`src/rtl/runlen_pkg.sv`:
```
package runlen_pkg;
  typedef enum logic {
    MODE_FWD = 1'b0,
    MODE_BWD = 1'b1
  } shape_mode_e;
endpackage

```
`src/rtl/runlen_counter.sv`:
```
module runlen_counter #(
  parameter int CW = 4
) (
  input  logic          clk,
  input  logic          rst_n,
  input  logic          take,
  input  logic          bit_in,
  input  logic [CW-1:0] thresh,
  output logic          run_hit,
  output logic [CW-1:0] cnt_q,
  output logic          prev_q
);
  logic [CW-1:0] cnt_next;
  logic          same;

  // a zero count means nothing has been accepted since reset
  assign same = (cnt_q != '0) && (bit_in == prev_q);

  always_comb begin
    if (!same)                 cnt_next = CW'(1);
    else if (cnt_q >= thresh)  cnt_next = thresh;
    else                       cnt_next = cnt_q + CW'(1);
  end

  assign run_hit = (cnt_next >= thresh);

  always_ff @(posedge clk) begin
    if (!rst_n) begin
      cnt_q  <= '0;
      prev_q <= 1'b0;
    end else if (take) begin
      cnt_q  <= cnt_next;
      prev_q <= bit_in;
    end
  end
endmodule

```
`src/rtl/runlen_shaper.sv`:
```
module runlen_shaper
  import runlen_pkg::*;
(
  input  logic        clk,
  input  logic        rst_n,
  input  logic        take,
  input  shape_mode_e mode,
  input  logic        bit_in,
  input  logic        run_hit,
  input  logic        rnd,
  input  logic        drain,
  output logic        fwd_q,
  output logic        valid_q,
  output logic        data_q
);
  logic fwd_next;
  logic res;

  assign fwd_next = run_hit ? bit_in : fwd_q;

  always_comb begin
    case (mode)
      MODE_BWD: res = run_hit ? rnd : 1'b1;
      default:  res = fwd_next;
    endcase
  end

  always_ff @(posedge clk) begin
    if (!rst_n) begin
      fwd_q   <= 1'b0;
      valid_q <= 1'b0;
      data_q  <= 1'b0;
    end else if (take) begin
      fwd_q   <= fwd_next;
      valid_q <= 1'b1;
      data_q  <= res;
    end else if (drain) begin
      valid_q <= 1'b0;
    end
  end
endmodule

```
`src/rtl/runlen_squash.sv`:
```
module runlen_squash
  import runlen_pkg::*;
#(
  parameter int CW = 4
) (
  input  logic          clk,
  input  logic          rst_n,
  input  logic          mode,
  input  logic [CW-1:0] run_len,
  input  logic          rnd_bit,
  input  logic          in_valid,
  output logic          in_ready,
  input  logic          in_data,
  output logic          out_valid,
  input  logic          out_ready,
  output logic          out_data
);
  logic          take;
  logic          run_hit;
  logic [CW-1:0] run_cnt;
  logic          prev_bit;
  logic          fwd_state;
  shape_mode_e   mode_e;

  assign mode_e   = shape_mode_e'(mode);
  assign in_ready = !out_valid || out_ready;
  assign take     = in_valid && in_ready;

  runlen_counter #(.CW(CW)) u_cnt (
    .clk    (clk),
    .rst_n  (rst_n),
    .take   (take),
    .bit_in (in_data),
    .thresh (run_len),
    .run_hit(run_hit),
    .cnt_q  (run_cnt),
    .prev_q (prev_bit)
  );

  runlen_shaper u_shp (
    .clk    (clk),
    .rst_n  (rst_n),
    .take   (take),
    .mode   (mode_e),
    .bit_in (in_data),
    .run_hit(run_hit),
    .rnd    (rnd_bit),
    .drain  (out_ready),
    .fwd_q  (fwd_state),
    .valid_q(out_valid),
    .data_q (out_data)
  );
endmodule

```
`config.mk`:
```
export PLATFORM = sky130hd
export DESIGN_NAME = runlen_squash
export DESIGN_NICKNAME = d
export VERILOG_FILES = /design/src/rtl/runlen_pkg.sv /design/src/rtl/runlen_counter.sv /design/src/rtl/runlen_shaper.sv /design/src/rtl/runlen_squash.sv
export SDC_FILE = /design/constraint.sdc
export NUM_CORES = 1
export LEC_CHECK = 0
export CORE_MARGIN = 8
export CORE_UTILIZATION = 45
export CTS_CLUSTER_SIZE = 28
export DETAILED_ROUTE_END_ITERATION = 16
export PLACE_DENSITY = 0.71
export SYNTH_ARGS = -nofsm -noshare
export SYNTH_HDL_FRONTEND = slang
export SYNTH_SLANG_ARGS = --single-unit
```
`constraint.sdc`:
```
create_clock -name clk -period 4.47 [get_ports clk]
set_clock_uncertainty 0.2 [all_clocks]
set_input_delay 1.341 -clock clk [delete_from_list [all_inputs] [get_ports clk]]
set_output_delay 1.341 -clock clk [all_outputs]
set_load 0.1 [all_outputs]
```
## After elaboration in Yosys (flattened, before gate mapping)

Index checks and enable logic that the tools add are counted.
W data, S select, Z words.

- Flip-flop bits (word level): 8
- Bits of input ports: 11
- Output and inout port bits: 3

- Add/sub/neg operators: 1
- $lt $le $gt $ge: 2
- Equality and inequality tests: 1
- Multiplexer cells: 7
- Reductions and logical operators: 6

Operators by type and width:

| kind | number |
|---|---|
| $ge A4 B4 Y1 | 2 |
| $mux W4 | 2 |
| $mux W1 | 5 |
| $add A4 B1 Y4 const B | 1 |
| $reduce_bool A4 Y1 | 1 |
| $logic_and A1 B1 Y1 | 2 |
| $reduce_bool A2 Y1 | 1 |
| $eq A1 B1 Y1 | 1 |
| $logic_not A1 Y1 | 1 |
| $logic_or A1 B1 Y1 | 1 |

## Logic depth before layout (Yosys ltp)

- Depth after elaboration: 6
- Depth in mapped cells: 14

## Cells and area by module

A second synthesis with hierarchy kept.

- Cell total of the unflattened synthesis: 80
- Area total of the unflattened synthesis: 698.2 µm²

Modules (own cells, without submodules):

| module | instances | cells an instance | area each (µm²) | seq. area each (µm²) |
|---|---|---|---|---|
| runlen_counter | 1 | 64 | 545.5 | 100.1 |
| runlen_shaper | 1 | 14 | 130.1 | 60.1 |
| runlen_squash | 1 | 2 | 22.5 | 0.0 |

## Worst setup path before layout

Ideal clock, no wire load.

- Kind: input -> register
- From: in run_len[2]
- To: reg u_shp.data_q
- Setup time: 128 ps
- Arrival: 3492 ps
- Data required time: 4142 ps
- Setup slack: 650 ps
- Cell stages on the path: 14
- Buffers on the path: 1
- Path through: inv_1 > ha_1 > o21a_1 > nor2_1 > a21oi_2 > buf_4 > o21ai_0 > a21oi_1 > ha_1 > nand2b_4 > a2111oi_4 > nor2_1 > o311ai_1 > a21oi_1

- Longest elaborated chain between the ends: 6
- Elaborated cells on any way between the ends: 7
- Those cells by class: order compare (2); mux (5)

RTL lines:

| what | RTL line | RTL |
|---|---|---|
| start: declaration | runlen_squash.sv:9 | `input logic [CW-1:0] run_len,` |
| $ge A4 B4 Y1 | runlen_counter.sv:21 | `else if (cnt_q >= thresh) cnt_next = thresh;` |
| $mux W4 | runlen_counter.sv:21 |  |
| $mux W4 | runlen_counter.sv:20 | `if (!same) cnt_next = CW'(1);` |
| $ge A4 B4 Y1 * | runlen_counter.sv:25 | `assign run_hit = (cnt_next >= thresh);` |
| $mux W1, on equally long branches | runlen_shaper.sv:19, runlen_shaper.sv:23 |  |
| $mux W1 * | runlen_shaper.sv:22 | `case (mode)` |
| end signal: assignment | runlen_shaper.sv:36 | `data_q <= res;` |
| end: declaration | runlen_shaper.sv:14 | `output logic data_q` |

Mark *: on every way between the ends. The rest lies on a longest branch, timed or not.
A chain may end at the register's enable or synchronous reset.

## Worst setup path in the final report

- From: in run_len[2]
- To: reg u_shp.data_q

- Longest elaborated chain between the ends: 6
- Elaborated cells on any way between the ends: 7
- Those cells by class: order compare (2); mux (5)

RTL lines:

| what | RTL line | RTL |
|---|---|---|
| $ge A4 B4 Y1 | runlen_counter.sv:21 |  |
| $mux W4 * | runlen_counter.sv:21 |  |
| $mux W4 * | runlen_counter.sv:20 |  |
| via u_cnt.cnt_next[2] | runlen_counter.sv:13 | `logic [CW-1:0] cnt_next;` |
| $ge A4 B4 Y1 * | runlen_counter.sv:25 |  |
| $mux W1, on equally long branches | runlen_shaper.sv:19, runlen_shaper.sv:23 |  |
| $mux W1 * | runlen_shaper.sv:22 |  |

Mark *: on every way through the listed nets, which the timed path passes. The rest lies on a longest branch.

==> run summary <==
Status = finished, final reports clean
Root Buffer = clkbuf_4
CP Max Fanout = 8
Hold Path Class = reg -> reg
Register area = 160 um2
Mapped Area = 699 um2
Port bufs = 13
Post-place setup slack = 0.00903 ns
Clock sink count = 8
Combinational share of power = 0.335
Reg2Reg Depth = 12
Power Density = 219 mW/mm2
Hold slack = 0.269 ns
Req. time, crit path = 4.40 ns
Drt wl/cell = 12.9 um
Async SR Flop Fraction = 0
Worst setup EP type = register
Setup Buffers After CTS = 0
VDD IR max = 0.132 mV
Worst slew pin tran = 0.971 ns
Reg power frac = 0.389
Core Rows = 14
Mapped Avg Cell Area = 8.33 um2
Syn nets = 105
Number of flops mapped to enable cells by yosys = 0
Synth cell types = 30
First-pass GRT wire length = 2.73 mm
WS Path Type = in -> reg
# IOs = 14
Final Cycle Share = 0.941
Max-slew violations = 0
Initial antenna violation count = 0
Filler cells = 148
Routability Congestion = 0.746
Final Non-Filler Cells = 119
Critical Path Sink = u_shp.data_q$_SDFFE_PN0P_
R2R Path Start = u_cnt.cnt_q[0]$_SDFFE_PN0P_
Core ar. = 0.00149 mm2
Drc violations = 0
Antenna Nets Post-Route = 0
Reg2reg end = u_shp.data_q$_SDFFE_PN0P_
Clock network fraction of design power = 0.276
Max Clk Rate = 0.238 GHz
Setup crit start = run_len[2]
Detail-routed via count per cell = 5.57
Die Wd = 55.4 um
Nets = 126
Placed inst area = 882 um2
Fin. Hold Viols = 0
Initial Utilization = 0.470
Worst Setup Start Kind = input pin
Number of buffers inserted by hold repair at cts = 0
Via count = 663
DRT iter0 DRCs = 7
Post-Layout Inst Area = 905 um2
Dpl cells = 116
Top_reg_cell synth = dfxtp_1
Slew margin rel. = 0.350
Footprint of the multi-input gates = 502 um2
Period minus WS final = 4.21 ns
Setup total negative slack = 0 ns
RSZ-0062 raised after global routing = false
WP data arrival = 4.14 ns
Pin count of the biggest net entering global routing = 9
Reg-to-reg slack, setup = 1.42 ns
GRT Total Usage = 0.105
# setup viols final = 0
Total CTS buffers = 3
#FFs+latches synth = 8
Share of cells above drive strength 1 = 0.136
TritonRoute pass-1 iters = 2
Number of max-cap violations = 0
Leak Pwr = 0.384 nW
Die area = 0.00307 mm2
Crit path setup slack, layout = 0.264 ns
Yosys warns = 0
H-tree lvl count = 1
Clk slew on worst S/H paths = 0.05 ns
Clock insertion delay at the later pin of the skew report = 0.25 ns
Sw Share = 0.319
GRT overflow = 0
Internal power = 135 uW
Post-Synthesis Cells = 84
CTS max path bufs = 2
Antenna cells = 0
CTS tree = done
Detailed Place HPWL = 1.30 mm
Vias in the first global route = 666
Hold Path Origin = u_cnt.prev_q$_SDFFE_PN0P_
Post-CTS Resized = 0
Sw power = 63.0 uW
Area delta synth->final = 29.3%
Seq/Total Area, Yosys = 0.229
Die H = 55.4 um
Final wirelength = 1.53 mm
-- cells in the final DEF, fill, tap and decap left out --
cell type	n
nand3_1	4
o311ai_1	1
or3_1	1
inv_1	8
a211oi_1	2
buf_4	4
a21oi_2	1
a2111oi_2	1
buf_12	1
a21o_2	1
a2111oi_4	1
nor4_1	1
clkbuf_4	3
o21a_1	1
and2_1	2
nor3_1	5
clkdlybuf4s50_1	12
o21ai_0	4
nand2b_4	1
o2bb2ai_1	2
xor2_1	1
mux2_2	1
nand2_1	6
o31ai_1	1
a21oi_1	6
nor2b_1	2
o22ai_1	1
or2_1	1
nand2b_1	1
nor2_1	6
mux2i_1	3
ha_1	10
dfxtp_1	8
-- state kept, by name (all words and copies together) (netlist names) --
signal         cells
u_cnt.cnt_q        4
u_cnt.prev_q       1
u_shp.data_q       1
u_shp.fwd_q        1
u_shp.valid_q      1
-- layout make-up --
class | count | area share
multi-input combinational | 67 | 0.555
timing repair buffer | 17 | 0.188
sequential | 8 | 0.177
inverter | 8 | 0.0332
clock buffer | 3 | 0.0249
tap | 16 | 0.0221
-- kinds of logic after synthesis --
logic type,synth area share
mux,0.0590
fa+ha+maj,0.179
xor+xnor,0.0125
buf+inv,0.0537
simple gates,0.220
compound gates,0.247
flops,0.229
-- critical path, stage by stage --
cell and delay, ns:
clkdlybuf4s50_1 0.48, inv_1 0.07, ha_1 0.28, o21a_1 0.10, nor2_1 0.04, a21oi_2 0.31
nor3_1 0.12, a211oi_1 0.25, ha_1 0.26, or2_1 0.20, a21oi_1 0.27, nor2_1 0.07
o311ai_1 0.23, a21oi_1 0.09
-- worst min path at each step --
stage / to / slack, ns / cells after the start
finish: u_cnt.prev_q$_SDFFE_PN0P_ / 0.27 / 2
global route: u_cnt.prev_q$_SDFFE_PN0P_ / 0.29 / 2
CTS: u_cnt.prev_q$_SDFFE_PN0P_ / 0.27 / 2
detailed placement: u_cnt.prev_q$_SDFFE_PN0P_ / 0.26 / 2
global placement: u_cnt.prev_q$_SDFFE_PN0P_ / 0.26 / 2
floorplan: u_shp.fwd_q$_SDFFE_PN0P_ / 0.24 / 2
-- routing by layer --
metal / part of all wire / wire (um) / GRT usage / up-vias
li1: - / - / - / 351
met3: 0.045 / 69 / 0.0479 / 2
met5: 0 / 0 / 0 / -
met2: 0.49 / 750 / 0.175 / 11
met4: 0.0052 / 8 / 0.0317 / 0
met1: 0.46 / 704 / 0.115 / 299
-- synthesized netlist by cell type (2+ instances only) --
library cell  count  area share
a211oi_1          2       0.021
a21oi_1           6       0.043
and2_1            2       0.018
dfxtp_1           8        0.23
ha_1             10        0.18
inv_1             8       0.043
mux2i_1           3       0.043
nand2_1           6       0.032
nand3_1           4       0.029
nor2_1            6       0.032
nor2b_1           2       0.018
nor3_1            5       0.036
o21ai_0           4       0.029
o2bb2ai_1         2       0.025
-- metrics by stage --
step / total power [mW] / utilization
2_1_floorplan: 0.121 / -
3_3_place_gp: 0.144 / 0.592
3_5_place_dp: 0.145 / 0.592
4_1_cts: 0.202 / 0.608
5_1_grt: 0.211 / 0.608
6_report: 0.198 / 0.608
-- power by group through the flow --
stage / Clock, mW / Combinational (mW) / Sequential (mW)
finish: 0.0545 / 0.0663 / 0.0769
global route: 0.0619 / 0.0719 / 0.0774
CTS: 0.0586 / 0.0668 / 0.0769
detailed placement: 0 / 0.0664 / 0.0783
global placement: 0 / 0.0654 / 0.0783
floorplan: 0 / 0.0342 / 0.0872
Power figures use the tool's default switching activity.
